`src/rtl/smbs_pkg.sv`:
```
package smbs_pkg;

    typedef enum logic [1:0] {
        ST_IDLE,
        ST_RX,
        ST_ACK,
        ST_SKIP
    } bus_st_e;

    typedef enum logic [2:0] {
        PH_ADR,
        PH_ADR2,
        PH_CMD,
        PH_DLO,
        PH_DHI,
        PH_OVER
    } phase_e;

    typedef enum logic [1:0] {
        HIT_NONE,
        HIT_OWN,
        HIT_SPY
    } hit_e;

    typedef struct packed {
        logic scl;
        logic sda;
        logic scl_rise;
        logic scl_fall;
        logic start;
        logic stop;
    } line_ev_t;

    typedef struct packed {
        logic        ack;
        phase_e      ph;
        hit_e        hit;
        logic        cap_we;
        logic [15:0] cap_v;
        logic        first_we;
        logic        lo_we;
        logic        hi_we;
    } dec_t;

    localparam logic [4:0] TEN_BIT_HDR = 5'b11110;

    function automatic logic is_ten_hdr(input logic [7:0] b);
        return b[7:3] == TEN_BIT_HDR;
    endfunction

endpackage

```
`src/rtl/smbs_line_sync.sv`:
```
module smbs_line_sync
    import smbs_pkg::*;
#(
    parameter int SYNC_STAGES = 2
) (
    input  logic     clk,
    input  logic     rst,
    input  logic     scl_in,
    input  logic     sda_in,
    output line_ev_t ev
);
    localparam int CW = 2 * SYNC_STAGES;

    logic [CW-1:0] chain;
    logic [1:0]    cur;
    logic [1:0]    prev;

    always_ff @(posedge clk) begin
        if (rst) begin
            chain <= '1;
            prev  <= 2'b11;
        end else begin
            chain <= {chain[CW-3:0], sda_in, scl_in};
            prev  <= cur;
        end
    end

    assign cur = chain[CW-1:CW-2];

    always_comb begin
        ev.scl      = cur[0];
        ev.sda      = cur[1];
        ev.scl_rise = cur[0] & ~prev[0];
        ev.scl_fall = ~cur[0] & prev[0];
        ev.start    = cur[0] & prev[0] & prev[1] & ~cur[1];
        ev.stop     = cur[0] & prev[0] & ~prev[1] & cur[1];
    end

    a_r12_start_stop_excl: assert property (@(posedge clk) disable iff (rst)
        !(ev.start && ev.stop));

endmodule

```
`src/rtl/smbs_tmo.sv`:
```
module smbs_tmo #(
    parameter int LIMIT = 3000000
) (
    input  logic clk,
    input  logic rst,
    input  logic run,
    input  logic kick,
    output logic expire
);
    localparam int CW = $clog2(LIMIT + 1);

    logic [CW-1:0] cnt;

    always_ff @(posedge clk) begin
        if (rst || !run || kick) begin
            cnt <= '0;
        end else if (cnt != CW'(LIMIT)) begin
            cnt <= cnt + 1'b1;
        end
    end

    assign expire = run && (cnt == CW'(LIMIT));

    a_r5_cnt_bound: assert property (@(posedge clk) disable iff (rst)
        cnt <= CW'(LIMIT));

    a_r5_kick_clears: assert property (@(posedge clk) disable iff (rst)
        kick |=> (cnt == '0));

endmodule

```
`src/rtl/smbs_flags.sv`:
```
module smbs_flags #(
    parameter int N = 2
) (
    input  logic         clk,
    input  logic         rst,
    input  logic [N-1:0] set,
    input  logic [N-1:0] clr,
    output logic [N-1:0] sts,
    output logic         evt
);
    for (genvar g = 0; g < N; g++) begin : g_flag
        always_ff @(posedge clk) begin
            if (rst) begin
                sts[g] <= 1'b0;
            end else if (set[g]) begin
                sts[g] <= 1'b1;
            end else if (clr[g]) begin
                sts[g] <= 1'b0;
            end
        end
    end

    always_ff @(posedge clk) begin
        if (rst) evt <= 1'b0;
        else     evt <= |set;
    end

    a_r10_single_pulse: assert property (@(posedge clk) disable iff (rst)
        evt |=> !evt);

    a_r10_pulse_with_rise: assert property (@(posedge clk) disable iff (rst)
        evt |-> ($countones(sts & ~$past(sts)) == 1));

endmodule

```
`src/rtl/smbus_snoop_slave.sv`:
```
module smbus_snoop_slave
    import smbs_pkg::*;
#(
    parameter int SYNC_STAGES = 2,
    parameter int TIMEOUT_CYC = 3000000
) (
    input  logic        clk,
    input  logic        rst,
    input  logic        scl_in,
    input  logic        sda_in,
    output logic        sda_pull,
    input  logic [9:0]  own_addr,
    input  logic        own_ten_bit,
    input  logic [6:0]  spy_addr,
    input  logic        clr_own,
    input  logic        clr_spy,
    output logic [15:0] cap_word,
    output logic [15:0] data_word,
    output logic        own_pend,
    output logic        spy_pend,
    output logic        evt_pulse
);
    localparam int BITS = 8;

    line_ev_t   ev;
    bus_st_e    st;
    phase_e     ph;
    hit_e       hit;
    logic [7:0] sh;
    logic [3:0] bcnt;
    logic [6:0] first_q;
    logic       tmo_expire;
    logic       pend;
    logic [1:0] set_v;
    logic [1:0] sts_v;
    logic       byte_end;
    dec_t       dec;

    smbs_line_sync #(.SYNC_STAGES(SYNC_STAGES)) u_sync (
        .clk    (clk),
        .rst    (rst),
        .scl_in (scl_in),
        .sda_in (sda_in),
        .ev     (ev)
    );

    smbs_tmo #(.LIMIT(TIMEOUT_CYC)) u_tmo (
        .clk    (clk),
        .rst    (rst),
        .run    ((hit != HIT_NONE) && !ev.scl),
        .kick   (ev.scl_rise),
        .expire (tmo_expire)
    );

    assign set_v[0] = (tmo_expire || ev.stop) && (hit == HIT_OWN);
    assign set_v[1] = (tmo_expire || ev.stop) && (hit == HIT_SPY);

    smbs_flags #(.N(2)) u_flags (
        .clk (clk),
        .rst (rst),
        .set (set_v),
        .clr ({clr_spy, clr_own}),
        .sts (sts_v),
        .evt (evt_pulse)
    );

    assign own_pend = sts_v[0];
    assign spy_pend = sts_v[1];
    assign pend     = |sts_v;
    assign byte_end = (st == ST_RX) && ev.scl_fall && (bcnt == 4'(BITS));

    // Byte decode: acknowledge decision and capture writes per phase
    always_comb begin
        dec = '0;
        dec.ph  = PH_OVER;
        dec.hit = hit;
        case (ph)
            PH_ADR: begin
                if (!pend && !sh[0]) begin
                    if (own_ten_bit && is_ten_hdr(sh) && sh[2:1] == own_addr[9:8]) begin
                        dec.ack      = 1'b1;
                        dec.ph       = PH_ADR2;
                        dec.first_we = 1'b1;
                    end else if (!own_ten_bit && sh[7:1] == own_addr[6:0]) begin
                        dec.ack    = 1'b1;
                        dec.ph     = PH_CMD;
                        dec.hit    = HIT_OWN;
                        dec.cap_we = 1'b1;
                        dec.cap_v  = {8'h00, sh[7:1], 1'b0};
                    end else if (sh[7:1] == spy_addr) begin
                        dec.ack = 1'b1;
                        dec.ph  = PH_CMD;
                        dec.hit = HIT_SPY;
                    end
                end
            end
            PH_ADR2: begin
                if (sh == own_addr[7:0]) begin
                    dec.ack    = 1'b1;
                    dec.ph     = PH_CMD;
                    dec.hit    = HIT_OWN;
                    dec.cap_we = 1'b1;
                    dec.cap_v  = {first_q, sh, 1'b0};
                end
            end
            PH_CMD: begin
                dec.ack    = 1'b1;
                dec.ph     = PH_DLO;
                dec.cap_we = (hit == HIT_SPY);
                dec.cap_v  = {8'h00, sh};
            end
            PH_DLO: begin
                dec.ack   = 1'b1;
                dec.ph    = PH_DHI;
                dec.lo_we = 1'b1;
            end
            PH_DHI: begin
                dec.ack   = 1'b1;
                dec.ph    = PH_OVER;
                dec.hi_we = 1'b1;
            end
            default: dec.ack = 1'b0;
        endcase
    end

    always_ff @(posedge clk) begin
        if (rst) begin
            st        <= ST_IDLE;
            ph        <= PH_ADR;
            hit       <= HIT_NONE;
            sh        <= '0;
            bcnt      <= '0;
            first_q   <= '0;
            sda_pull  <= 1'b0;
            cap_word  <= '0;
            data_word <= '0;
        end else if (tmo_expire || ev.stop) begin
            st       <= ST_IDLE;
            hit      <= HIT_NONE;
            sda_pull <= 1'b0;
        end else if (ev.start) begin
            st       <= ST_RX;
            ph       <= PH_ADR;
            hit      <= HIT_NONE;
            bcnt     <= '0;
            sda_pull <= 1'b0;
        end else begin
            case (st)
                ST_RX: begin
                    if (ev.scl_rise && bcnt < 4'(BITS)) begin
                        sh   <= {sh[6:0], ev.sda};
                        bcnt <= bcnt + 1'b1;
                    end else if (byte_end) begin
                        if (dec.ack) begin
                            st       <= ST_ACK;
                            sda_pull <= 1'b1;
                            ph       <= dec.ph;
                            hit      <= dec.hit;
                            if (dec.cap_we)   cap_word        <= dec.cap_v;
                            if (dec.first_we) first_q         <= sh[7:1];
                            if (dec.lo_we)    data_word[7:0]  <= sh;
                            if (dec.hi_we)    data_word[15:8] <= sh;
                        end else begin
                            st <= ST_SKIP;
                        end
                    end
                end
                ST_ACK: begin
                    if (ev.scl_fall) begin
                        sda_pull <= 1'b0;
                        st       <= ST_RX;
                        bcnt     <= '0;
                    end
                end
                default: st <= st;
            endcase
        end
    end

    a_r12_pull_after_fall: assert property (@(posedge clk) disable iff (rst)
        $rose(sda_pull) |-> $past(ev.scl_fall));

    a_r12_release_on_fall: assert property (@(posedge clk) disable iff (rst)
        $fell(sda_pull) |-> $past(ev.scl_fall || ev.stop || ev.start || tmo_expire));

    a_r4_own_at_end: assert property (@(posedge clk) disable iff (rst)
        $rose(own_pend) |-> $past(ev.stop || tmo_expire));

    a_r4_spy_at_end: assert property (@(posedge clk) disable iff (rst)
        $rose(spy_pend) |-> $past(ev.stop || tmo_expire));

    a_r6_holdoff_nack: assert property (@(posedge clk) disable iff (rst)
        (byte_end && ph == PH_ADR && pend) |=> !sda_pull);

    a_r6_capture_frozen: assert property (@(posedge clk) disable iff (rst)
        (pend && $past(pend)) |-> ($stable(cap_word) && $stable(data_word)));

    a_r5_release_on_timeout: assert property (@(posedge clk) disable iff (rst)
        tmo_expire |=> !sda_pull);

endmodule

```
`config.mk`:
```
export PLATFORM = sky130hd
export DESIGN_NAME = smbus_snoop_slave
export DESIGN_NICKNAME = d
export VERILOG_FILES = /design/src/rtl/smbs_pkg.sv /design/src/rtl/smbs_line_sync.sv /design/src/rtl/smbs_tmo.sv /design/src/rtl/smbs_flags.sv /design/src/rtl/smbus_snoop_slave.sv
export SDC_FILE = /design/constraint.sdc
export NUM_CORES = 1
export LEC_CHECK = 0
export ABC_AREA = 1
export BUFFER_PORTS_ARGS = -buffer_cell sky130_fd_sc_hd__clkbuf_2
export CORE_ASPECT_RATIO = 0.9
export CORE_MARGIN = 3
export CORE_UTILIZATION = 45
export CTS_CLUSTER_DIAMETER = 120
export DETAILED_ROUTE_END_ITERATION = 8
export PLACE_DENSITY = 0.64
export SLEW_MARGIN = 20
export SYNTH_ARGS = -nofsm -noshare
export SYNTH_HDL_FRONTEND = slang
export SYNTH_SLANG_ARGS = --single-unit
```
`constraint.sdc`:
```
create_clock -name clk -period 2.9 [get_ports clk]
set_input_delay 0.435 -clock clk [delete_from_list [all_inputs] [get_ports clk]]
set_output_delay 0.435 -clock clk [all_outputs]
set_load 0.02 [all_outputs]
```
==> impl_metrics.json, run 1 <==
{
  "cts_buffer_depth": 2,
  "grt_pass1_vias": 3879,
  "critPathKind": "reg2reg",
  "fp.dieH_microns": 101,
  "crit_required_ps": 3210,
  "worst_pin_slew_ps": 582,
  "wire_per_inst_microns": 12.9,
  "drcViolationCount": 0,
  "hpwl_mm": 8.16,
  "grt_max_degree": 38,
  "synthesis.area_sq_mm": 0.00451,
  "whs_path_depth": 2,
  "maxCapViolations": 0,
  "startpoint_type": "flip-flop",
  "finalSetupViolCount": 0,
  "cts_sinks": 90,
  "synth_nets": 688,
  "finalCritPeriodShare": 0.742,
  "ys_types": 35,
  "rows": 34,
  "area_delta_synth_final_pct": 11.6,
  "dpl-instance-area_sq_mm": 0.00484,
  "dp.cells": 828,
  "nNetsFinal": 741,
  "gp_congestion": 0.902,
  "vias": 4216,
  "grt_pass1_wl_mm": 18.3,
  "cts-root-buf": "clkbuf_8",
  "grt_usage": 0.199,
  "crit_cells": 10,
  "clock_latency_ps": 380,
  "numCtsBuffers": 9,
  "post_cts_buffers": 0,
  "io_buffers": 59,
  "fin_skew_ps": 14.4,
  "path_cells": "inv_2 > nand2_1 > nand3_1 > nor2_2 > nand2_2 > o21ai_1 > nand2_1 > o21ai_0 > o21ai_0 > nor2_1",
  "post-route-cell-area_sq_mm": 0.00503,
  "rr_worst_depth": 10,
  "r2r_setup_slack_ps": 750,
  "seq_area_frac_synth": 0.399,
  "cts_resized": 0,
  "vdd_drop_max_mv": 0.495,
  "ioPinCount": 60,
  "cellLeakagePower_uw": 0.00211,
  "drive_gt1_frac": 0.156,
  "critPathTopFamily": "compound AO/OA/AOI/OAI gates",
  "ant_nets": 0,
  "cts_hold_buf": 0,
  "slew_headroom": 0.612,
  "synth_seq_cells": 90,
  "fin_crit_ps": 2150,
  "hold_viol_final": 0,
  "drt_first_pass_iters": 5,
  "die_area_sq_mm": 0.0113,
  "antenna_found_initial": 0,
  "hold_class": "in2reg",
  "arrival_ps": 2460,
  "initial_core_util": 0.463,
  "syn_area_per_cell_sq_um": 6.84,
  "max_freq_mhz": 465,
  "wirelength_mm": 10.9,
  "tns_ps": 0,
  "rsz0062_at_grt": "false",
  "antenna_cells": 0,
  "clk_pin_slew_ps": 80,
  "end_kind": "flip-flop",
  "final_cells": 844,
  "slowest_delay_ps": 600,
  "syn_inst": 660,
  "status": "completed",
  "slew_viol_final": 0,
  "tritoncts": "done",
  "drt_iter0_drc": 358,
  "crit_slowest_cell": "dfxtp_1",
  "vias_per_cell": 5.00,
  "cts_htree_levels": 3,
  "gr-total-overflow": 0,
  "cp.buffers_inverters": 1,
  "p_per_area_mw_per_mm2": 441,
  "ys_warn_count": 0,
  "fp.dieW_microns": 112,
  "cp_max_fo": 9,
  "core_area_sq_mm": 0.00974
}
[layer usage]
| layer | share of wire | track usage |
|---|---|---|
| met5 | 0 | 0 |
| met3 | 0.046 | 0.0450 |
| met4 | 0.015 | 0.0589 |
| met2 | 0.44 | 0.312 |
| met1 | 0.50 | 0.275 |
[cells by family (layout without fill, tap and decap cells)]
group                      Yosys count  in the layout  share of synthesized area
and+or+nand+nor                    320            320                      0.315
AOI/OAI and AO/OA                  122            122                      0.139
buffers and inverters              111            169                      0.110
DFF                                 90             90                      0.399
xor gates and xnor gates            13             13                     0.0252
adders and majority gates            4              4                     0.0111
[final timing paths]
kind | startpoint | end
worst min-delay path | sda_in | u_sync.chain[1]$_SDFF_PP1_
worst max register to register | sh[2]$_SDFFE_PP0P_ | cap_word[6]$_SDFFE_PP0P_
worst max-delay path | sh[2]$_SDFFE_PP0P_ | cap_word[6]$_SDFFE_PP0P_
worst min register to register | u_sync.chain[1]$_SDFF_PP1_ | u_sync.chain[3]$_SDFF_PP1_
[cells in the mapped netlist, drive strengths merged]
master	instances	area share
nor3	23	0.026
nor4	2	0.0061
o21ai	57	0.063
o31ai	1	0.0017
clkinv	1	0.0011
o211ai	2	0.0044
nor2	99	0.090
ha	4	0.011
nand3b	2	0.0033
dfxtp	90	0.40
buf	10	0.024
a21oi	59	0.065
clkbuf	10	0.0083
and3	1	0.0014
nand4	11	0.019
nand2	150	0.13
xnor2	6	0.012
a31oi	3	0.0042
nand3	26	0.034
or2	5	0.0069
nor3b	1	0.0028
inv	90	0.077
xor2	7	0.014
[per-stage QoR]
| stage | setup slack, ps | utilization | hold WS [ps] | total power, uW |
|---|---|---|---|---|
| final | 749 | 0.517 | 244 | 2220 |
| after CTS | 781 | 0.517 | 228 | 2250 |
| after detailed placement | 800 | 0.497 | 397 | 1390 |
| after global routing | 519 | 0.517 | 239 | 2320 |
| after global placement | 823 | 0.497 | 398 | 1390 |
| after floorplan | 1120 | - | 389 | 1350 |
[placed cells by master (no fill, tap or decap), types with 3 or more instances in the layout]
cell and instances:
xor2_1 7, xnor2_1 6, nor2_4 3, or2_2 5, o21ai_0 56, inv_2 7, nor2_2 4, clkbuf_8 9
nand4_1 10, nor3_1 23, dfxtp_1 90, buf_4 3, nand3_1 23, inv_1 80, nand2_2 5, clkinv_2 3
nand2_1 145, nor2_1 92, inv_4 3, ha_1 4, a31oi_1 3, a21oi_1 59, clkbuf_2 59
[layout make-up]
cell class | count | area [sq um]
sequential | 90 | 1800
clock inverter | 6 | 65.1
tap | 126 | 158
inverter | 91 | 350
multi-input combinational | 459 | 2210
fill | 1001 | 4710
timing repair buffer | 62 | 318
clock buffer | 10 | 128
[report_power, final]
part           total, uW  switching [uW]  internal, uW
registers           1250            6.58          1240
logic                113            70.8          41.7
clock network        861             459           402
total               2220             536          1690
[registers in the layout (all words and copies together), names as in the netlist, 3 cells and up]
signal and cells:
bcnt 4, cap_word 16, data_word 16, first_q 7, ph 3, sh 8
u_sync.chain 4, u_tmo.cnt 22
Note: power is estimated with default switching activity, not from simulation.
==> run 2: changes to the inputs <==
--- a/config.mk
+++ b/config.mk
@@ -5,14 +5,14 @@
 export SDC_FILE = /design/constraint.sdc
 export NUM_CORES = 1
 export LEC_CHECK = 0
-export ABC_AREA = 1
+export ABC_AREA = 0
 export BUFFER_PORTS_ARGS = -buffer_cell sky130_fd_sc_hd__clkbuf_2
 export CORE_ASPECT_RATIO = 0.9
 export CORE_MARGIN = 3
 export CORE_UTILIZATION = 45
 export CTS_CLUSTER_DIAMETER = 120
 export DETAILED_ROUTE_END_ITERATION = 8
-export PLACE_DENSITY = 0.64
+export PLACE_DENSITY = 0.66
 export SLEW_MARGIN = 20
 export SYNTH_ARGS = -nofsm -noshare
 export SYNTH_HDL_FRONTEND = slang
==> constraint.sdc (replaced) <==
create_clock -name clk -period 1.84 [get_ports clk]
set_input_delay 0.276 -clock clk [delete_from_list [all_inputs] [get_ports clk]]
set_output_delay 0.276 -clock clk [all_outputs]
set_load 0.02 [all_outputs]
==> impl_metrics.json, run 2 <==
{
  "status": "finished with violations",
  "violations": "negative setup slack",
  "grt_pass1_vias": 4213,
  "fp.dieH_microns": 99.2,
  "crit_required_ps": 2080,
  "finalCritPeriodShare": 1.24,
  "hold_end": "u_sync.chain[0]$_SDFF_PP1_",
  "layout_commonest_cell": "buf_4",
  "top_regs": "u_tmo.cnt x22, cap_word x16, data_word x16",
  "arrival_ps": 2520,
  "synth_commonest_cells": "dfxtp_1 (90), nor2_1 (67), nand2_1 (36)",
  "async_flop_share": 0,
  "fin_skew_ps": 11.9,
  "vias": 4219,
  "synth_edf_count": 0,
  "final_util": 0.675,
  "r2r_start": "sh[3]$_SDFFE_PP0P_",
  "cellLeakagePower_uw": 0.00244,
  "slowest_delay_ps": 410,
  "nNetsFinal": 697,
  "final_cell_mix": "buf_4 (116), dfxtp_1 (75), nor2_1 (60), clkbuf_2 (59), nand2_1 (33)",
  "drcViolationCount": 0,
  "die_area_sq_mm": 0.0109,
  "r2r_setup_slack_ps": -440,
  "ys_types": 55,
  "antenna_found_initial": 0,
  "syn_area_per_cell_sq_um": 8.73,
  "path_cells": "xnor2_2 > nand4_1 > or3_4 > o31a_4 > a211oi_4 > buf_12 > mux2i_1 > nor2_1",
  "hold_viol_final": 0,
  "gp_congestion": 0.921,
  "synthesis.area_sq_mm": 0.00435,
  "hpwl_mm": 8.50,
  "antenna_cells": 0,
  "tritoncts": "done",
  "initial_core_util": 0.470,
  "syn_inst": 498,
  "tns_ps": -18030,
  "vias_per_cell": 5.30,
  "area_delta_synth_final_pct": 43.7,
  "ys_warn_count": 0,
  "yosys-top-cells-area": "dfxtp_1 (41%), nor2_1 (5.8%), xnor2_1 (4.4%)",
  "vdd_drop_max_mv": 0.451,
  "clk_pin_slew_ps": 100,
  "dp.cells": 771,
  "cts_sinks": 90,
  "grt_pass1_wl_mm": 19.5,
  "whs_path_depth": 2,
  "numCtsBuffers": 9,
  "cts_hold_buf": 0,
  "cts-root-buf": "clkbuf_8",
  "io_buffers": 59,
  "drt_first_pass_iters": 5,
  "drt_iter0_drc": 277,
  "gr-total-overflow": 0,
  "grt_usage": 0.221,
  "rows": 33,
  "clock_latency_ps": 360,
  "critPathKind": "reg2reg",
  "ioPinCount": 60,
  "cp_max_fo": 8,
  "post-place-ws_ps": -499,
  "reg2reg_to": "data_word[10]$_SDFFE_PP0P_",
  "startpoint_type": "flip-flop",
  "synth_top_area_frac": 0.415,
  "synth_largest_area_cell": "dfxtp_1",
  "seq_area_frac_synth": 0.415,
  "rsz0062_at_grt": "true",
  "drive_gt1_frac": 0.420,
  "fillerInstances": 761,
  "fin_crit_ps": 2280,
  "maxCapViolations": 0,
  "core_area_sq_mm": 0.00925,
  "crit_slowest_cell": "or3_4",
  "fp.dieW_microns": 110,
  "finalSetupViolCount": 53,
  "synth_nets": 526,
  "synth_flop_cell": "dfxtp_1",
  "top_register": "u_tmo.cnt",
  "hold_class": "in2reg",
  "yosysMostFrequentCell": "dfxtp_1",
  "worst_pin_slew_ps": 574,
  "power_uw": 3660,
  "end_kind": "flip-flop",
  "wirelength_mm": 12.0,
  "grt_max_degree": 57,
  "synth_seq_cells": 90,
  "cts_buffer_depth": 2,
  "slew_viol_final": 0,
  "final_cells": 796,
  "wire_per_inst_microns": 15.0,
  "ant_nets": 0,
  "rr_worst_depth": 8,
  "slew_headroom": 0.617,
  "max_freq_mhz": 439,
  "cts_htree_levels": 3,
  "largest_reg_flops": 22,
  "layout_setup_ws_ps": -438,
  "worstHoldStart": "scl_in",
  "p_per_area_mw_per_mm2": 586
}
-- run 2: routing by layer --
layer  global-route usage  up-vias  share of wire
li1                     -     2088              -
met1                0.301     2004           0.46
met2                0.357      102           0.48
met3               0.0350       25          0.040
met4               0.0757        0          0.022
met5                    0        -              0
-- run 2: cell families after synthesis --
family,Yosys count,synth area share
compound gates,89,0.137
xor+xnor,44,0.0887
fa+ha+maj,4,0.0115
buf+inv,37,0.0458
flops,90,0.415
mux,17,0.0392
simple gates,217,0.263
-- run 2: through the flow --
step	hold WS, ps	cell area [sq um]
3_3_place_gp	392	5610
6_report	92.9	6240
4_1_cts	82.0	6090
3_5_place_dp	396	5610
5_1_grt	93.9	6240
2_1_floorplan	380	4370
-- run 2: power breakdown --
part / switching (uW) / internal [uW]
Combinational: 92.9 / 91.2
Clock: 752 / 774
Sequential: 4.19 / 1940
Total: 849 / 2810
-- run 2: what timing repair did --
item,4_1_cts,5_1_grt
hold endpoints to repair,0,0
setup endpoints to repair,54,69
gates resized for setup,52,28
buffers inserted,7,3
pin swaps,20,12
-- run 2: worst max path at each step --
| stage | startpoint | endpoint | depth (start not counted) |
|---|---|---|---|
| floorplan | sh[4]$_SDFFE_PP0P_ | data_word[10]$_SDFFE_PP0P_ | 8 |
| global placement | sh[1]$_SDFFE_PP0P_ | data_word[12]$_SDFFE_PP0P_ | 8 |
| detailed placement | bcnt[1]$_SDFFE_PP0P_ | data_word[12]$_SDFFE_PP0P_ | 10 |
| CTS | bcnt[0]$_SDFFE_PP0P_ | data_word[11]$_SDFFE_PP0P_ | 9 |
| global route | sh[3]$_SDFFE_PP0P_ | data_word[11]$_SDFFE_PP0P_ | 8 |
| finish | sh[3]$_SDFFE_PP0P_ | data_word[10]$_SDFFE_PP0P_ | 8 |
-- run 2: final cells by class --
cell class	instances	area [sq um]	area share
well taps	122	153	0.0244
clock inverters	7	100	0.0160
clock buffers	9	124	0.0198
multi-input cells	371	2630	0.422
repair buffers	188	1370	0.219
inverters	9	33.8	0.00541
flip-flops and latches	90	1840	0.294
-- run 2: critical path: cells and delay by family (launching register included) --
family | cells | cell delay, ps
buffers and inverters | 1 | 170
AOI/OAI and AO/OA | 2 | 670
and+or+nand+nor | 3 | 620
DFF | 1 | 350
xor gates and xnor gates | 1 | 190
muxes | 1 | 180
